<file path="config.mk">
export PLATFORM = sky130hd
export DESIGN_NAME = i2s_hw_bridge
export DESIGN_NICKNAME = d
export VERILOG_FILES = /design/src/rtl/i2s_hw_pkg.sv /design/src/rtl/i2s_hw_clkgen.sv /design/src/rtl/i2s_hw_rx.sv /design/src/rtl/i2s_hw_tx.sv /design/src/rtl/i2s_hw_bridge.sv
export SDC_FILE = /design/constraint.sdc
export NUM_CORES = 1
export LEC_CHECK = 0
export BUFFER_PORTS_ARGS = -buffer_cell sky130_fd_sc_hd__buf_2
export CAP_MARGIN = 0
export CORE_MARGIN = 5
export CORE_UTILIZATION = 30
export CTS_CLUSTER_SIZE = 20
export DETAILED_ROUTE_END_ITERATION = 8
export SETUP_SLACK_MARGIN = 0.1
export SYNTH_ARGS = -nofsm -noshare
export SYNTH_HDL_FRONTEND = slang
export SYNTH_SLANG_ARGS = --single-unit
</file>
<file path="constraint.sdc">
create_clock -name clk -period 3.48 [get_ports clk]
set_input_delay 0.174 -clock clk [delete_from_list [all_inputs] [get_ports clk]]
set_output_delay 0.174 -clock clk [all_outputs]
set_load 0.02 [all_outputs]
</file>
<file path="src/rtl/i2s_hw_pkg.sv">
package i2s_hw_pkg;
  localparam int SLOT_W  = 32;
  localparam int SAMP_W  = 24;
  localparam int HW_W    = 16;
  localparam int PAD_W   = SLOT_W - SAMP_W;
  localparam int LO_W    = SAMP_W - HW_W;
  localparam int BIT_W   = $clog2(SLOT_W);
  localparam int POS_W   = BIT_W + 1;
endpackage

</file>
<file path="src/rtl/i2s_hw_clkgen.sv">
module i2s_hw_clkgen
  import i2s_hw_pkg::*;
#(
  parameter int CLK_DIV = 2
) (
  input  logic             clk,
  input  logic             rst,
  output logic             sclk_o,
  output logic             ws_o,
  output logic             fall_tk,
  output logic             rise_tk,
  output logic [BIT_W-1:0] bit_q,
  output logic [BIT_W-1:0] bit_nx,
  output logic             chan_q
);
  localparam int DW = (CLK_DIV > 1) ? $clog2(CLK_DIV) : 1;

  logic [DW-1:0]    div_q;
  logic             sclk_q, ws_q, tick;
  logic [POS_W-1:0] pos_q, pos_nx, pos_ahead;

  assign tick      = (div_q == DW'(CLK_DIV - 1));
  assign pos_nx    = pos_q + POS_W'(1);
  assign pos_ahead = pos_q + POS_W'(2);

  always_ff @(posedge clk) begin
    if (rst) begin
      div_q  <= '0;
      sclk_q <= 1'b1;
      pos_q  <= '1;
      ws_q   <= 1'b0;
    end else begin
      div_q <= tick ? '0 : div_q + DW'(1);
      if (tick) begin
        sclk_q <= ~sclk_q;
        if (sclk_q) begin
          pos_q <= pos_nx;
          ws_q  <= pos_ahead[POS_W-1];
        end
      end
    end
  end

  assign sclk_o  = sclk_q;
  assign ws_o    = ws_q;
  assign fall_tk = tick & sclk_q;
  assign rise_tk = tick & ~sclk_q;
  assign bit_q   = pos_q[BIT_W-1:0];
  assign bit_nx  = pos_nx[BIT_W-1:0];
  assign chan_q  = pos_q[POS_W-1];
endmodule

</file>
<file path="src/rtl/i2s_hw_rx.sv">
module i2s_hw_rx
  import i2s_hw_pkg::*;
#(
  parameter int NWORDS = 4,
  parameter int IW     = 2,
  parameter int AW     = 3
) (
  input  logic            clk,
  input  logic            rst,
  input  logic            rise_tk,
  input  logic            commit,
  input  logic [IW-1:0]   wr_idx,
  input  logic            sd_i,
  input  logic            rd_en,
  input  logic [AW-1:0]   rd_addr,
  output logic [HW_W-1:0] rd_data
);
  logic [SLOT_W-2:0] sh_q;
  logic [SLOT_W-1:0] nxt;
  logic [HW_W-1:0]   mem_hi [NWORDS];
  logic [LO_W-1:0]   mem_lo [NWORDS];
  logic [HW_W-1:0]   rd_q;
  logic [IW-1:0]     rd_w;

  assign nxt  = {sh_q, sd_i};
  assign rd_w = rd_addr[AW-1:1];

  always_ff @(posedge clk) begin
    if (rst) sh_q <= '0;
    else if (rise_tk) sh_q <= nxt[SLOT_W-2:0];
  end

  // sample storage: one write port (serial), one read port (host)
  always_ff @(posedge clk) begin
    if (commit) begin
      mem_hi[wr_idx] <= nxt[SLOT_W-1:SLOT_W-HW_W];
      mem_lo[wr_idx] <= nxt[SLOT_W-HW_W-1:PAD_W];
    end
  end

  always_ff @(posedge clk) begin
    if (rst) rd_q <= '0;
    else if (rd_en) rd_q <= rd_addr[0] ? {mem_lo[rd_w], {PAD_W{1'b0}}} : mem_hi[rd_w];
  end

  assign rd_data = rd_q;

  AST_COMMIT_ON_RISE: assert property (@(posedge clk) disable iff (rst)
    commit |-> rise_tk);
  AST_RD_HOLD: assert property (@(posedge clk) disable iff (rst)
    !rd_en |=> $stable(rd_data));
endmodule

</file>
<file path="src/rtl/i2s_hw_tx.sv">
module i2s_hw_tx
  import i2s_hw_pkg::*;
#(
  parameter int NWORDS = 4,
  parameter int IW     = 2,
  parameter int AW     = 3
) (
  input  logic             clk,
  input  logic             rst,
  input  logic             fall_tk,
  input  logic [BIT_W-1:0] bit_nx,
  input  logic [IW-1:0]    fetch_idx,
  input  logic             wr_en,
  input  logic [AW-1:0]    wr_addr,
  input  logic [HW_W-1:0]  wr_data,
  output logic             sd_o
);
  localparam logic [BIT_W-1:0] FETCH_AT = BIT_W'(SLOT_W / 2);
  localparam logic [BIT_W-1:0] PAD_AT   = BIT_W'(SAMP_W);

  logic [HW_W-1:0]   mem_hi [NWORDS];
  logic [LO_W-1:0]   mem_lo [NWORDS];
  logic [SAMP_W-1:0] pre_q;
  logic [SLOT_W-1:0] sh_q;
  logic [IW-1:0]     wr_w;
  logic              unused_pad;

  assign wr_w       = wr_addr[AW-1:1];
  assign unused_pad = ^wr_data[PAD_W-1:0];

  always_ff @(posedge clk) begin
    if (wr_en) begin
      if (wr_addr[0]) mem_lo[wr_w] <= wr_data[HW_W-1:PAD_W];
      else            mem_hi[wr_w] <= wr_data;
    end
  end

  always_ff @(posedge clk) begin
    if (rst) begin
      pre_q <= '0;
      sh_q  <= '0;
    end else if (fall_tk) begin
      if (bit_nx == FETCH_AT) pre_q <= {mem_hi[fetch_idx], mem_lo[fetch_idx]};
      if (bit_nx == '0) sh_q <= {pre_q, {PAD_W{1'b0}}};
      else              sh_q <= {sh_q[SLOT_W-2:0], 1'b0};
    end
  end

  assign sd_o = sh_q[SLOT_W-1];

  AST_PAD_LOW: assert property (@(posedge clk) disable iff (rst)
    (fall_tk && bit_nx >= PAD_AT) |=> !sd_o);
  AST_SD_HOLD: assert property (@(posedge clk) disable iff (rst)
    !fall_tk |=> $stable(sd_o));
endmodule

</file>
<file path="src/rtl/i2s_hw_bridge.sv">
module i2s_hw_bridge
  import i2s_hw_pkg::*;
#(
  parameter int CLK_DIV         = 2,
  parameter int FRAMES_PER_HALF = 1,
  localparam int WPH            = 2 * FRAMES_PER_HALF,
  localparam int NWORDS         = 2 * WPH,
  localparam int IW             = $clog2(NWORDS),
  localparam int AW             = IW + 1,
  localparam int HPH            = 2 * WPH
) (
  input  logic            clk,
  input  logic            rst,
  output logic            sclk_o,
  output logic            ws_o,
  output logic            sd_o,
  input  logic            sd_i,
  input  logic            rd_en,
  input  logic [AW-1:0]   rd_addr,
  output logic [HW_W-1:0] rd_data,
  input  logic            wr_en,
  input  logic [AW-1:0]   wr_addr,
  input  logic [HW_W-1:0] wr_data,
  input  logic            ovr_clr,
  output logic            evt_half,
  output logic            evt_full,
  output logic            overrun
);
  logic             fall_tk, rise_tk, chan_q;
  logic [BIT_W-1:0] bit_q, bit_nx;
  logic [IW-1:0]    cur_q, nxt_idx;
  logic             commit, done0, done1, clear0, clear1;
  logic [1:0]       pend_q;
  logic             evt_h_q, evt_f_q, ovr_q;

  i2s_hw_clkgen #(.CLK_DIV(CLK_DIV)) u_clk (
    .clk(clk), .rst(rst), .sclk_o(sclk_o), .ws_o(ws_o),
    .fall_tk(fall_tk), .rise_tk(rise_tk),
    .bit_q(bit_q), .bit_nx(bit_nx), .chan_q(chan_q)
  );

  // slot index within the ping-pong buffer, advanced at each slot start
  assign nxt_idx = (cur_q == IW'(NWORDS - 1)) ? '0 : cur_q + IW'(1);

  always_ff @(posedge clk) begin
    if (rst) cur_q <= IW'(NWORDS - 1);
    else if (fall_tk && bit_nx == '0) cur_q <= nxt_idx;
  end

  assign commit = rise_tk && (bit_q == BIT_W'(SLOT_W - 1));
  assign done0  = commit && (cur_q == IW'(WPH - 1));
  assign done1  = commit && (cur_q == IW'(NWORDS - 1));
  assign clear0 = rd_en && (rd_addr == AW'(HPH - 1));
  assign clear1 = rd_en && (rd_addr == AW'(2 * HPH - 1));

  i2s_hw_rx #(.NWORDS(NWORDS), .IW(IW), .AW(AW)) u_rx (
    .clk(clk), .rst(rst), .rise_tk(rise_tk), .commit(commit),
    .wr_idx(cur_q), .sd_i(sd_i),
    .rd_en(rd_en), .rd_addr(rd_addr), .rd_data(rd_data)
  );

  i2s_hw_tx #(.NWORDS(NWORDS), .IW(IW), .AW(AW)) u_tx (
    .clk(clk), .rst(rst), .fall_tk(fall_tk), .bit_nx(bit_nx),
    .fetch_idx(nxt_idx), .wr_en(wr_en), .wr_addr(wr_addr),
    .wr_data(wr_data), .sd_o(sd_o)
  );

  always_ff @(posedge clk) begin
    if (rst) begin
      evt_h_q <= 1'b0;
      evt_f_q <= 1'b0;
      pend_q  <= '0;
      ovr_q   <= 1'b0;
    end else begin
      evt_h_q <= done0;
      evt_f_q <= done1;
      if (done0) pend_q[0] <= 1'b1;
      else if (clear0) pend_q[0] <= 1'b0;
      if (done1) pend_q[1] <= 1'b1;
      else if (clear1) pend_q[1] <= 1'b0;
      if ((done0 && pend_q[0]) || (done1 && pend_q[1])) ovr_q <= 1'b1;
      else if (ovr_clr) ovr_q <= 1'b0;
    end
  end

  assign evt_half = evt_h_q;
  assign evt_full = evt_f_q;
  assign overrun  = ovr_q;

  AST_EVT_EXCL: assert property (@(posedge clk) disable iff (rst)
    !(evt_half && evt_full));
  AST_EVT_PULSE: assert property (@(posedge clk) disable iff (rst)
    evt_half |=> !evt_half);
  AST_WS_LEADS: assert property (@(posedge clk) disable iff (rst)
    commit |-> (ws_o != cur_q[0]));
  AST_SLOT_ALIGN: assert property (@(posedge clk) disable iff (rst)
    cur_q[0] == chan_q);
  AST_OVR_STICKY: assert property (@(posedge clk) disable iff (rst)
    (overrun && !ovr_clr) |=> overrun);
endmodule

</file>
# Word-level counts from Yosys, hierarchy flattened
# Memories as Yosys holds them, arrays and structs flattened. A register that Yosys moved wholly into a read port is not among the register bits.
# Cells that the tools add are included.
# word_totals
regBits	95
ram_bits	192
word_cells	63
memories	4
# memory_table
name	depth	width	read_ports	rd_clocked_by_memory_dff	write_ports	line_no	text
u_rx.mem_hi	4	16	1	0	1	i2s_hw_rx.sv:20	logic [HW_W-1:0] mem_hi [NWORDS];
u_tx.mem_hi	4	16	1	1	1	i2s_hw_tx.sv:21	logic [HW_W-1:0] mem_hi [NWORDS];
u_rx.mem_lo	4	8	1	0	1	i2s_hw_rx.sv:21	logic [LO_W-1:0] mem_lo [NWORDS];
u_tx.mem_lo	4	8	1	1	1	i2s_hw_tx.sv:22	logic [LO_W-1:0] mem_lo [NWORDS];
# classes
addsub	4
eq_ne	6
muxes	17
bitwise_logic	3
n_reduce_logical	16
# ops
operator	n
32-bit 2-to-1 mux	1
16-bit 2-to-1 mux	1
1-bit 2-to-1 mux	14
5-bit == test (second input constant)	2
1-bit logical AND	8
6-bit by 1-bit adder with 6-bit output (second input constant)	1
6-bit by 2-bit adder with 6-bit output (second input constant)	1
2-bit nonzero test	3
5-bit zero test	1
2-bit AND reduction	2
3-bit by 2-bit == test with 1-bit output (second input constant)	1
3-bit == test (second input constant)	1
2-bit by 1-bit adder with 2-bit output (second input constant)	1
1-bit AND	2
2-bit by 1-bit == test with 1-bit output (second input constant)	1
2-bit == test (second input constant)	1
2-bit 2-to-1 mux	1
2-bit OR reduction	1
1-bit adder (second input constant)	1
1-bit logical OR	1
1-bit inverter	1

# Depth between registers and ports, before layout
# Gate-level depths: netlist (run 1).
# logic_depth
depth_word	7
ltp_mapped	10
ltp_nobuf	7

# Cells and area by module
# From an unflattened synthesis (run 1), not the netlist that was laid out.
# hier_totals
hier_cells	798
area_unflattened_um2	11676.2
# by_module_without_submodules
mod	n_inst	cells_each	area_per_inst_um2	seq_area_each_um2
i2s_hw_tx	1	388	5555.3	3843.7
i2s_hw_rx	1	322	5310.1	3823.7
i2s_hw_clkgen	1	52	473.0	180.2
i2s_hw_bridge	1	36	337.8	140.1

# Worst setup path after synthesis (run 1)
# OpenSTA, ideal clock, no wires.
# synth_path
kind	register to register
start	reg cur_q[0]
end	reg u_tx.pre_q[17], read port of u_tx.mem_hi
setup_ns	0.132
t_arrival_ns	2.214
t_required_ns	3.348
path_slack_ns	1.134
stages_incl_launch_ff	11
n_path_buf	5
synth_period_minus_slack_ns	2.346
path_cell_list	dfxtp_1 -> buf_2 -> buf_2 -> clkbuf_1 -> inv_1 -> ha_1 -> buf_2 -> clkbuf_1 -> o311ai_0 -> nand4_1 -> a21oi_1
# synth_between
elab_chain_cells	2
word_cells_on_any_way	3
cone_classes	add/sub (1); eq/ne (1); mux (1)
# synth_lines
element	line_no	text
start, declared	i2s_hw_bridge.sv:31	logic [IW-1:0] cur_q, nxt_idx;
start signal, assigned	i2s_hw_bridge.sv:46	if (rst) cur_q <= IW'(NWORDS - 1);
start signal, assigned	i2s_hw_bridge.sv:47	else if (fall_tk && bit_nx == '0) cur_q <= nxt_idx;
2-bit by 1-bit adder with 2-bit output or 2-bit == test (tied branches)	i2s_hw_bridge.sv:43	assign nxt_idx = (cur_q == IW'(NWORDS - 1)) ? '0 : cur_q + IW'(1);
2-bit 2-to-1 mux *	i2s_hw_bridge.sv:43	
net nxt_idx[1]	i2s_hw_bridge.sv:31	
end, declared	i2s_hw_tx.sv:23	logic [SAMP_W-1:0] pre_q;
# Mark *: on every way through the listed nets, which the timed path passes. The rest lies on a longest branch.
# A chain may end at the register's enable or synchronous reset.

# Worst setup path in the final report (run 1)
# layout_path
start	reg u_clk.pos_q[0]
end	reg u_tx.pre_q[22], read port of u_tx.mem_hi
# layout_between
elab_chain_cells	3
# layout_lines
element	line_no	text
start, declared	i2s_hw_clkgen.sv:20	logic [POS_W-1:0] pos_q, pos_nx, pos_ahead;
start signal, assigned	i2s_hw_clkgen.sv:37	pos_q <= pos_nx;
6-bit by 1-bit adder with 6-bit output	i2s_hw_clkgen.sv:23	assign pos_nx = pos_q + POS_W'(1);
net bit_nx[4]	i2s_hw_bridge.sv:30	logic [BIT_W-1:0] bit_q, bit_nx;
5-bit == test	i2s_hw_tx.sv:43	if (bit_nx == FETCH_AT) pre_q <= {mem_hi[fetch_idx], mem_lo[fetch_idx]};
2-bit AND reduction (no source line)	-	
# The timed path passes the listed nets, and every way through them passes these cells.

==> results of run 1 <==
==> timing repair <==
item / in CTS / in global routing
endpoints found under the hold margin: 98 / 0
hold buffers: 18 / 0
setup buffers: 0 / 0
endpoints found under the setup margin: 0 / 0
==> worst paths after layout <==
check,start,end,slack (ns),cells past startpoint
max,u_clk.pos_q[0]$_SDFFE_PP1P_,u_tx.pre_q[22]$_SDFFE_PP0P_,0.98,7
min,wr_addr[1],u_tx.mem_hi[0][14]$_DFFE_PP_,0.10,2
max reg2reg,u_clk.pos_q[0]$_SDFFE_PP1P_,u_tx.pre_q[22]$_SDFFE_PP0P_,0.98,7
min reg2reg,u_rx.sh_q[2]$_SDFFE_PP0P_,u_rx.sh_q[3]$_SDFFE_PP0P_,0.45,2
==> sequential cells by signal (all words and copies together) (netlist names) <==
name / count
u_rx.mem_hi: 64
u_tx.mem_hi: 64
u_rx.mem_lo: 32
u_tx.mem_lo: 32
u_rx.sh_q: 31
u_tx.pre_q: 24
u_tx.sh_q: 24
u_rx.rd_data: 16
u_clk.pos_q: 6
cur_q: 2
pend_q: 2
evt_full: 1
evt_half: 1
overrun: 1
u_clk.div_q: 1
u_clk.sclk_o: 1
u_clk.ws_o: 1
==> logic make-up (layout without fill, tap and decap cells) <==
family,Yosys count,count (layout),synth area share
flops,303,303,0.684
simple gates,228,228,0.0912
compound gates,201,201,0.109
buf+inv,91,165,0.0348
mux,42,42,0.0714
fa+ha+maj,7,7,0.00750
xor+xnor,3,3,0.00225
==> cells in the mapped netlist (all sizes together), types with 5 or more instances <==
cell type | n | share of area
nor3 | 5 | 0.0021
a211oi | 9 | 0.0058
buf | 24 | 0.013
nor2b | 26 | 0.014
dfxtp | 111 | 0.19
nand2b | 8 | 0.0043
o21ai | 65 | 0.028
mux2i | 9 | 0.0077
edfxtp | 192 | 0.49
nand4 | 18 | 0.0096
ha | 7 | 0.0075
a311oi | 23 | 0.017
mux4 | 33 | 0.064
nand3 | 36 | 0.015
nand2 | 72 | 0.023
a21oi | 66 | 0.028
clkbuf | 46 | 0.015
inv | 21 | 0.0068
a211o | 17 | 0.013
o311ai | 15 | 0.011
nor2 | 54 | 0.017
==> layout make-up <==
class                   instances  area (um2)
inverters                      21        78.8
clock inverters                10        98.8
well taps                     518         648
fillers                      3777       25000
flip-flops and latches        303        7990
repair buffers                 88         598
multi-input cells             481        3300
clock buffers                  46         872
==> metal layers <==
layer / track usage / vias to the layer above
met5: 0 / -
met3: 0.0215 / 32
met2: 0.171 / 146
met1: 0.150 / 3372
li1: - / 3389
met4: 0.0217 / 0
==> placed cells by master, fill, tap and decap left out, types with 15 or more instances in the layout <==
master / n
mux4_2: 33
o311ai_0: 15
nand4_1: 18
a311oi_1: 23
nand3_1: 36
nor2b_1: 25
o21ai_0: 60
buf_4: 21
nand2_1: 72
a21oi_1: 66
dlygate4sd3_1: 18
clkbuf_16: 31
nor2_1: 54
a211o_1: 17
dfxtp_1: 110
edfxtp_1: 192
inv_1: 21
buf_2: 48
==> through the flow <==
| step | power, mW | instances | hold WS, ns |
|---|---|---|---|
| detailed placement | 4.73 | 1393 | 0.398 |
| global placement | 4.72 | 1393 | 0.387 |
| CTS | 7.92 | 1467 | 0.0904 |
| global route | 8.16 | 1467 | 0.0961 |
| finish | 7.82 | 1467 | 0.103 |
| floorplan | 4.54 | 875 | 0.273 |
==> report_power, final <==
group          internal, mW  leakage, nW  switching [mW]  total [mW]
Sequential             3.90         2.67          0.0491        3.95
Combinational         0.240         1.40           0.469       0.710
Clock                  1.87        0.475            1.29        3.15
Total                  6.01         4.54            1.80        7.82
==> impl_summary.txt, run 1 <==
----------------------------------------------------
[Status]
  Run status ... complete, no violations

[Min path]
  Type of the worst min-delay path ... in2reg

[Floorplan]
  Standard cell core area ... 38600 um2
  Die extent in y ... 207 um
  Starting density of the core ... 0.303
  Die W ... 207 um
  Floorplan die area ... 43000 um2
  Number of placement rows ... 72
  Number of top-level design ports ... 50

[Synthesis]
  Post-synthesis instance total ... 875
  Post-Synthesis Mean Instance Area ... 13.3 um2
  Post-synth ARST share ... 0
  Post-synth cell types ... 39
  Syn_nets ... 910
  Number of flops mapped to enable cells by yosys ... 192
  Cell area after synthesis ... 11700 um2
  Register area share after synthesis ... 0.684
  Post-synthesis sequential element count ... 303
  Most used flip-flop cell after synthesis ... edfxtp_1
  Syn. warnings ... 0

[Power]
  Peak supply drop ... 0.386 mV
  Areal power density over the cells ... 575 nW/um2
  Leakage Power ... 4.54 nW

[Job]
  Max capacitance violation total ... 0

[Timing]
  Final setup violating endpoints ... 0
  Setup repair after global routing missed its margin ... no
  Relative slew margins ... 0.369
  Max Slew Vio Count ... 0
  Highest achievable clock rate ... 0.401 GHz
  Total Neg Setup Slack ... 0 ns
  Measured slew at the worst slew-check pin ... 0.943 ns
  Number of endpoints with negative hold slack in the final report ... 0
  Final critical delay including setup and external delays ... 2.50 ns
  Worst setup slack after layout ... 0.984 ns
  Clock skew after layout ... 0.0114 ns
  Final period util ... 0.717

[Placed design]
  Cell area after placement ... 12400 um2
  Number of I/O port buffers ... 49
  Place WS ... 0.966 ns
  RD Place Congestion ... 0.701
  HPWL Detailed ... 13300 um

[Worst setup path]
  Cell Chain, Critical Path ... ha_1 -> and3_1 -> ha_1 -> and3_1 -> nand2_1 -> o21ai_0 -> a21oi_1
  Crit path buf inv count ... 0
  Cell family with the largest share of critical-path delay ... simple AND/OR/NAND/NOR gates
  CP Capture Type ... flop
  Critical Path Start Type ... flop
  WP data required ... 3.88 ns
  Crit path max fanout ... 24
  Standard cell with the maximum stage delay on the critical path ... nand2_1
  WS Path Type ... reg2reg
  Slowest stage delay, CP ... 0.49 ns
  Crit path DAT ... 2.89 ns

[Clocking]
  Largest buffer count on any clock path ... 3
  Clock network latency to the later pin of the worst-skew pair ... 0.55 ns
  CTS-repair resized insts ... 0
  Clock net sink count ... 303
  Root Buffer ... clkbuf_16
  Depth of the CTS H-tree ... 1
  Clock transition at path regs ... 0.06 ns
  CTS buffer count ... 31
  Clock tree from TritonCTS ... done

[GRT]
  Largest net degree at the start of global routing ... 80
  GRT Util Overall ... 0.106
  Number of antenna violations at the first check in global routing ... 0
  Global-route wire length before repair ... 38100 um
  GR Overflow Total ... 0
  Number of global-route vias before repair ... 6944

[Routing]
  DR vias ... 6939
  Final ANT Viol Nets ... 0
  Highest metal used ... met4
  Count of routing violations after the opening detailed-route iteration ... 430
  Via count normalized by instance count ... 4.73
  Number of detailed-routing iterations run before antenna repair ... 5
  Met2 WL ... 10800 um
  Routed length on met3 ... 1180 um
  Total detailed-routing wirelength ... 23300 um
  Total routed wire length on the met1 layer ... 10900 um
  Detail-routed net length per standard cell ... 15.9 um
  Number of remaining DRC errors ... 0

[Finish]
  NumNets Final ... 961
  Area added between synthesis and finish ... 16.3%
  Ratio of cells with drive above 1 in the final layout ... 0.159
  Number of antenna repair diodes ... 0
  Post-layout util ... 0.352
  Final std cell area, no fill ... 13600 um2

----------------------------------------------------
No activity file was read; power rests on OpenSTA's default activity.
==> run 2: changes to the inputs <==
Clock period 3.48 ns to 2.5 ns, I/O delays scaled along.
==> run 2 against run 1 <==
Effect of this change: sequential power grew 39%; combinational power grew 46%; final cell count rose by 0.89%; non-clock buffer count up 8; worst hold slack better by 0.026 ns; routed wire length shrank 3.3%; critical path depth is 1 higher; final area grew 1.8%; maximum frequency increased by 15%; flip-flop and latch count stayed put; clock skew increased by 0.0078 ns; first-iteration DRC count is 1.4% lower; critical endpoint is now u_tx.pre_q[19]$_SDFFE_PP0P_.
==> impl_summary.txt, run 2 (synthesis gave the netlist of run 1 again) <==
----------------------------------------------------
[Status]
  Run status ... complete, no violations (unchanged)

[Power]
  Areal power density over the cells ... 815 nW/um2 (was 575 nW/um2)
  Peak supply drop ... 0.604 mV (was 0.386 mV)
  Leakage Power ... 4.65 nW (was 4.54 nW)

[GRT]
  Largest net degree at the start of global routing ... 71 (was 80)
  Global-route wire length before repair ... 37100 um (was 38100 um)
  Number of global-route vias before repair ... 6961 (was 6944)
  GR Overflow Total ... 0 (unchanged)
  GRT Util Overall ... 0.103 (was 0.106)
  Number of antenna violations at the first check in global routing ... 0 (unchanged)

[Clocking]
  Root Buffer ... clkbuf_16 (unchanged)
  Clock transition at path regs ... 0.06 ns (about the same)
  Clock network latency to the later pin of the worst-skew pair ... 0.51 ns (was 0.55 ns)
  Largest buffer count on any clock path ... 3 (unchanged)
  Clock tree from TritonCTS ... done (unchanged)
  Depth of the CTS H-tree ... 2 (was 1)
  Clock net sink count ... 303 (unchanged)
  CTS buffer count ... 34 (was 31)

[Floorplan]
  Number of placement rows ... 72 (unchanged)
  Starting density of the core ... 0.303 (unchanged)
  Floorplan die area ... 43000 um2 (unchanged)
  Die extent in y ... 207 um (unchanged)
  Number of top-level design ports ... 50 (unchanged)
  Die W ... 207 um (unchanged)
  Standard cell core area ... 38600 um2 (unchanged)

[Timing]
  Total Neg Setup Slack ... 0 ns (unchanged)
  Relative slew margins ... 0.477 (was 0.369)
  Number of endpoints with negative hold slack in the final report ... 0 (unchanged)
  Final critical delay including setup and external delays ... 2.17 ns (was 2.50 ns)
  Clock skew after layout ... 0.0192 ns (was 0.0114 ns)
  Measured slew at the worst slew-check pin ... 0.782 ns (was 0.943 ns)
  Final hold slack ... 0.129 ns (was 0.103 ns)
  Highest achievable clock rate ... 0.460 GHz (was 0.401 GHz)
  Max Slew Vio Count ... 0 (unchanged)
  Final period util ... 0.869 (was 0.717)
  Setup repair after global routing missed its margin ... no (unchanged)
  Final setup violating endpoints ... 0 (unchanged)

[Finish]
  Commonest non-fill, non-tap cell in the layout ... edfxtp_1 (unchanged)
  Ratio of cells with drive above 1 in the final layout ... 0.174 (was 0.159)
  Registers with the most flip-flops ... u_rx.mem_hi: 64 flops, u_tx.mem_hi: 64 flops (unchanged)
  Number of standard cells in the final layout excluding fillers ... 1480 (was 1467)
  Number of antenna repair diodes ... 0 (unchanged)
  Most frequent cells in the layout ... edfxtp_1 (192), dfxtp_1 (110), nand2_1 (71) (was edfxtp_1 (192), dfxtp_1 (110), nand2_1 (72))
  Post-layout util ... 0.359 (was 0.352)
  NumNets Final ... 972 (was 961)
  Area added between synthesis and finish ... 18.4% (was 16.3%)

[Placed design]
  RD Place Congestion ... 0.710 (was 0.701)
  HPWL Detailed ... 13300 um (about the same)
  Number of I/O port buffers ... 49 (unchanged)
  Number of cells after detailed placement ... 1401 (was 1393)

[Worst setup path]
  Crit path DAT ... 2.53 ns (was 2.89 ns)
  CP Capture Type ... flop (unchanged)
  Slowest stage delay, CP ... 0.37 ns (was 0.49 ns)
  Cell Chain, Critical Path ... ha_1 -> and3_1 -> ha_1 -> and3_1 -> nand2_2 -> buf_4 -> o21ai_0 -> a21oi_1 (was ha_1 -> and3_1 -> ha_1 -> and3_1 -> nand2_1 -> o21ai_0 -> a21oi_1)
  WP data required ... 2.85 ns (was 3.88 ns)
  WS Path Type ... reg2reg (unchanged)
  Critical Path Start Type ... flop (unchanged)
  Standard cell with the maximum stage delay on the critical path ... dfxtp_1 (was nand2_1)
  Crit path max fanout ... 15 (was 24)

[Routing]
  Total detailed-routing wirelength ... 22500 um (was 23300 um)
  Number of remaining DRC errors ... 0 (unchanged)
  DR vias ... 6983 (was 6939)
  Final ANT Viol Nets ... 0 (unchanged)
  Count of routing violations after the opening detailed-route iteration ... 424 (was 430)
  Detail-routed net length per standard cell ... 15.2 um (was 15.9 um)
  Number of detailed-routing iterations run before antenna repair ... 4 (was 5)
  Via count normalized by instance count ... 4.72 (was 4.73)

[Min path]
  Type of the worst min-delay path ... in2reg (unchanged)

[Job]
  Max capacitance violation total ... 0 (unchanged)

----------------------------------------------------
[run 2: critical path: cells and delay by family, from the launching register on]
kind / cells / cell delay [ns]
compound gates: 2 / 0.27
fa+ha+maj: 2 / 0.59
buf+inv: 1 / 0.21
flops: 1 / 0.37
simple gates: 3 / 0.58
[run 2: final timing paths]
path                                    start                             to  slack (ns)  depth (start not counted)
setup / recovery  u_clk.pos_q[0]$_SDFFE_PP1P_    u_tx.pre_q[19]$_SDFFE_PP0P_        0.33                          8
hold / removal                          rd_en  u_rx.rd_data[14]$_SDFFE_PP0P_        0.13                          3
setup reg to reg  u_clk.pos_q[0]$_SDFFE_PP1P_    u_tx.pre_q[19]$_SDFFE_PP0P_        0.33                          8
hold reg to reg     u_rx.sh_q[0]$_SDFFE_PP0P_      u_rx.sh_q[1]$_SDFFE_PP0P_        0.45                          2
[run 2: routing by layer]
layer	track usage	routed length (um)	up-vias
met1	0.145	10900	3406
met2	0.163	10200	122
met4	0.0274	425	0
met5	0	0	-
li1	-	-	3420
met3	0.0242	993	35
[run 2: stage by stage]
step	cell area, um2	worst slack (ns)	power [mW]
final	13800	0.327	11.3
after global routing	13800	0.148	11.8
after CTS	13800	0.233	11.4
after detailed placement	12600	0.256	6.63
after global placement	12600	0.373	6.61
after floorplan	11700	0.154	6.31
[run 2: timing repair]
action,4_1_cts,5_1_grt
hold endpoints to repair,98,0
hold buffers,18,0
gates resized for setup,0,1
endpoints found under the setup margin,0,6
setup buffers,0,0
[run 2: where the power goes]
part	total, mW	switching [mW]	internal, mW
combinational	1.04	0.646	0.389
clock	4.74	1.92	2.81
sequential	5.50	0.0669	5.44
[run 2: layout make-up]
type	count	area [um2]
fill	3750	24700
sequential	303	7990
multi-input combinational	481	3290
clock buffer	43	916
timing repair buffer	96	758
tap	518	648
clock inverter	18	146
inverter	21	78.8
==> run 3: changes to the inputs <==
Settings changed: CORE_MARGIN 5 to 2.
Clock period 2.5 ns to 1.98 ns, I/O delays scaled along.
==> run 3 against run 2 <==
Effect of this change: total power increased by 25%; sequential power increased by 26%; register-to-register slack got worse by 0.24 ns; die area decreased by 5.7%; global-route usage increased by 1.0 points; largest power group unchanged.
==> impl_summary.txt, run 3 (synthesis gave the netlist of run 1 again) <==
----------------------------------------------------
[Timing]
  Measured slew at the worst slew-check pin ... 0.566 ns (was 0.782 ns)
  Max Slew Vio Count ... 0 (unchanged)
  Highest achievable clock rate ... 0.527 GHz (was 0.460 GHz)
  Total Neg Setup Slack ... 0 ns (unchanged)
  Final setup violating endpoints ... 0 (unchanged)
  Final critical delay including setup and external delays ... 1.90 ns (was 2.17 ns)
  Final period util ... 0.958 (was 0.869)
  Clock skew after layout ... 0.0155 ns (was 0.0192 ns)
  Number of endpoints with negative hold slack in the final report ... 0 (unchanged)
  Setup repair after global routing missed its margin ... yes (was no)
  Worst setup slack after layout ... 0.0837 ns (was 0.327 ns)
  Relative slew margins ... 0.622 (was 0.477)

[Power]
  Leakage Power ... 4.76 nW (was 4.65 nW)
  Areal power density over the cells ... 994 nW/um2 (was 815 nW/um2)
  Peak supply drop ... 0.650 mV (was 0.604 mV)

[GRT]
  GR Overflow Total ... 0 (unchanged)
  Number of global-route vias before repair ... 6836 (was 6961)
  Number of antenna violations at the first check in global routing ... 0 (unchanged)
  GRT Util Overall ... 0.113 (was 0.103)
  Largest net degree at the start of global routing ... 70 (was 71)
  Global-route wire length before repair ... 37500 um (was 37100 um)

[Finish]
  Area added between synthesis and finish ... 21.4% (was 18.4%)
  Commonest non-fill, non-tap cell in the layout ... edfxtp_1 (unchanged)
  Most frequent cells in the layout ... edfxtp_1 (192), dfxtp_1 (108), nand2_1 (72) (was edfxtp_1 (192), dfxtp_1 (110), nand2_1 (71))
  Post-layout util ... 0.368 (was 0.359)
  Final std cell area, no fill ... 14200 um2 (was 13800 um2)
  Ratio of cells with drive above 1 in the final layout ... 0.211 (was 0.174)
  Filler Cell Count ... 3801 (was 3750)
  NumNets Final ... 988 (was 972)
  Number of antenna repair diodes ... 0 (unchanged)
  Registers with the most flip-flops ... u_rx.mem_hi: 64 flops, u_tx.mem_hi: 64 flops (unchanged)

[Job]
  Max capacitance violation total ... 0 (unchanged)

[Floorplan]
  Number of top-level design ports ... 50 (unchanged)
  Standard cell core area ... 38600 um2 (unchanged)
  Starting density of the core ... 0.303 (unchanged)
  Floorplan die area ... 40500 um2 (was 43000 um2)
  Die extent in y ... 201 um (was 207 um)
  Die W ... 201 um (was 207 um)
  Number of placement rows ... 72 (unchanged)

[Routing]
  DR vias ... 7096 (was 6983)
  Number of remaining DRC errors ... 0 (unchanged)
  Detail-routed net length per standard cell ... 15.4 um (was 15.2 um)
  Number of detailed-routing iterations run before antenna repair ... 7 (was 4)
  Count of routing violations after the opening detailed-route iteration ... 449 (was 424)
  Total detailed-routing wirelength ... 23100 um (was 22500 um)
  Final ANT Viol Nets ... 0 (unchanged)
  Via count normalized by instance count ... 4.74 (was 4.72)

[Clocking]
  Clock transition at path regs ... 0.06 ns (about the same)
  Root Buffer ... clkbuf_16 (unchanged)
  Clock tree from TritonCTS ... done (unchanged)
  Clock net sink count ... 303 (unchanged)
  Depth of the CTS H-tree ... 1 (was 2)
  Clock network latency to the later pin of the worst-skew pair ... 0.55 ns (was 0.51 ns)
  CTS buffer count ... 31 (was 34)
  Largest buffer count on any clock path ... 3 (unchanged)

[Worst setup path]
  Crit path DAT ... 2.38 ns (was 2.53 ns)
  Critical Path Start Type ... flop (unchanged)
  WS Path Type ... reg2reg (unchanged)
  Crit path from ... u_clk.pos_q[1]$_SDFFE_PP1P_ (was u_clk.pos_q[0]$_SDFFE_PP1P_)
  CP Capture Type ... flop (unchanged)
  WP data required ... 2.46 ns (was 2.85 ns)
  Startpoint of the worst-slack reg-to-reg timing path ... u_clk.pos_q[1]$_SDFFE_PP1P_ (was u_clk.pos_q[0]$_SDFFE_PP1P_)
  Crit path max fanout ... 6 (was 15)

[Placed design]
  Cell area after placement ... 12800 um2 (was 12600 um2)
  Place WS ... 0.0313 ns (was 0.256 ns)
  RD Place Congestion ... 0.724 (was 0.710)
  Number of I/O port buffers ... 49 (unchanged)
  HPWL Detailed ... 13700 um (was 13300 um)

[Min path]
  Launch instance of the worst min-delay path ... rd_en (unchanged)
  Type of the worst min-delay path ... in2reg (unchanged)

[Status]
  Run status ... complete, no violations (unchanged)

----------------------------------------------------
## run 3: through the flow
step / instances / total power [mW] / hold WS [ns]
floorplan: 875 / 8.01 / 0.198
global placement: 1415 / 8.43 / 0.314
detailed placement: 1415 / 8.44 / 0.317
CTS: 1493 / 14.2 / 0.0305
global route: 1496 / 14.7 / 0.0689
finish: 1496 / 14.1 / 0.0572
## run 3: cell type report
| cell class | count | area [um2] | area share |
|---|---|---|---|
| Clock buffer | 53 | 962 | 0.0679 |
| Inverter | 21 | 78.8 | 0.00556 |
| Tap cell | 518 | 648 | 0.0457 |
| Timing Repair Buffer | 115 | 1040 | 0.0735 |
| Clock inverter | 5 | 38.8 | 0.00274 |
| Sequential cell | 303 | 7990 | 0.564 |
| Multi-Input combinational cell | 481 | 3410 | 0.241 |
## run 3: where the power goes
group | total (mW) | switching [mW] | leakage [nW] | internal (mW)
logic | 1.53 | 0.895 | 1.61 | 0.636
clock network | 5.61 | 2.32 | 0.490 | 3.29
registers | 6.94 | 0.0823 | 2.67 | 6.86
## run 3: final timing paths
check                                       to  slack, ns  cells past startpoint
setup / recovery   u_tx.pre_q[22]$_SDFFE_PP0P_       0.08                      8
hold / removal    u_rx.rd_data[9]$_SDFFE_PP0P_       0.06                      3
setup reg to reg   u_tx.pre_q[22]$_SDFFE_PP0P_       0.08                      8
hold reg to reg      u_rx.sh_q[7]$_SDFFE_PP0P_       0.46                      2
## run 3: timing repair
item / 4_1_cts / 5_1_grt
setup buffers: 0 / 1
hold buffers: 19 / 0
setup endpoints to repair: 43 / 46
gates resized for setup: 6 / 26
gates cloned: 1 / 2
endpoints found under the hold margin: 121 / 0
pin swaps: 1 / 7
## run 3: layer usage
layer / routed length [um] / track usage / vias to the layer above
met1: 10700 / 0.160 / 3457
met5: 0 / 0 / -
met3: 1090 / 0.0191 / 28
li1: - / - / 3453
met4: 374 / 0.0236 / 0
met2: 10900 / 0.184 / 158
## run 3: worst max-delay path, cell delays in order (launching register included)
cell and delay [ns]:
dfxtp_2 0.33, ha_4 0.16, and3_4 0.18, ha_4 0.27, and3_4 0.19, and2_4 0.22, buf_12 0.13, nand4_1 0.15
a21oi_2 0.18
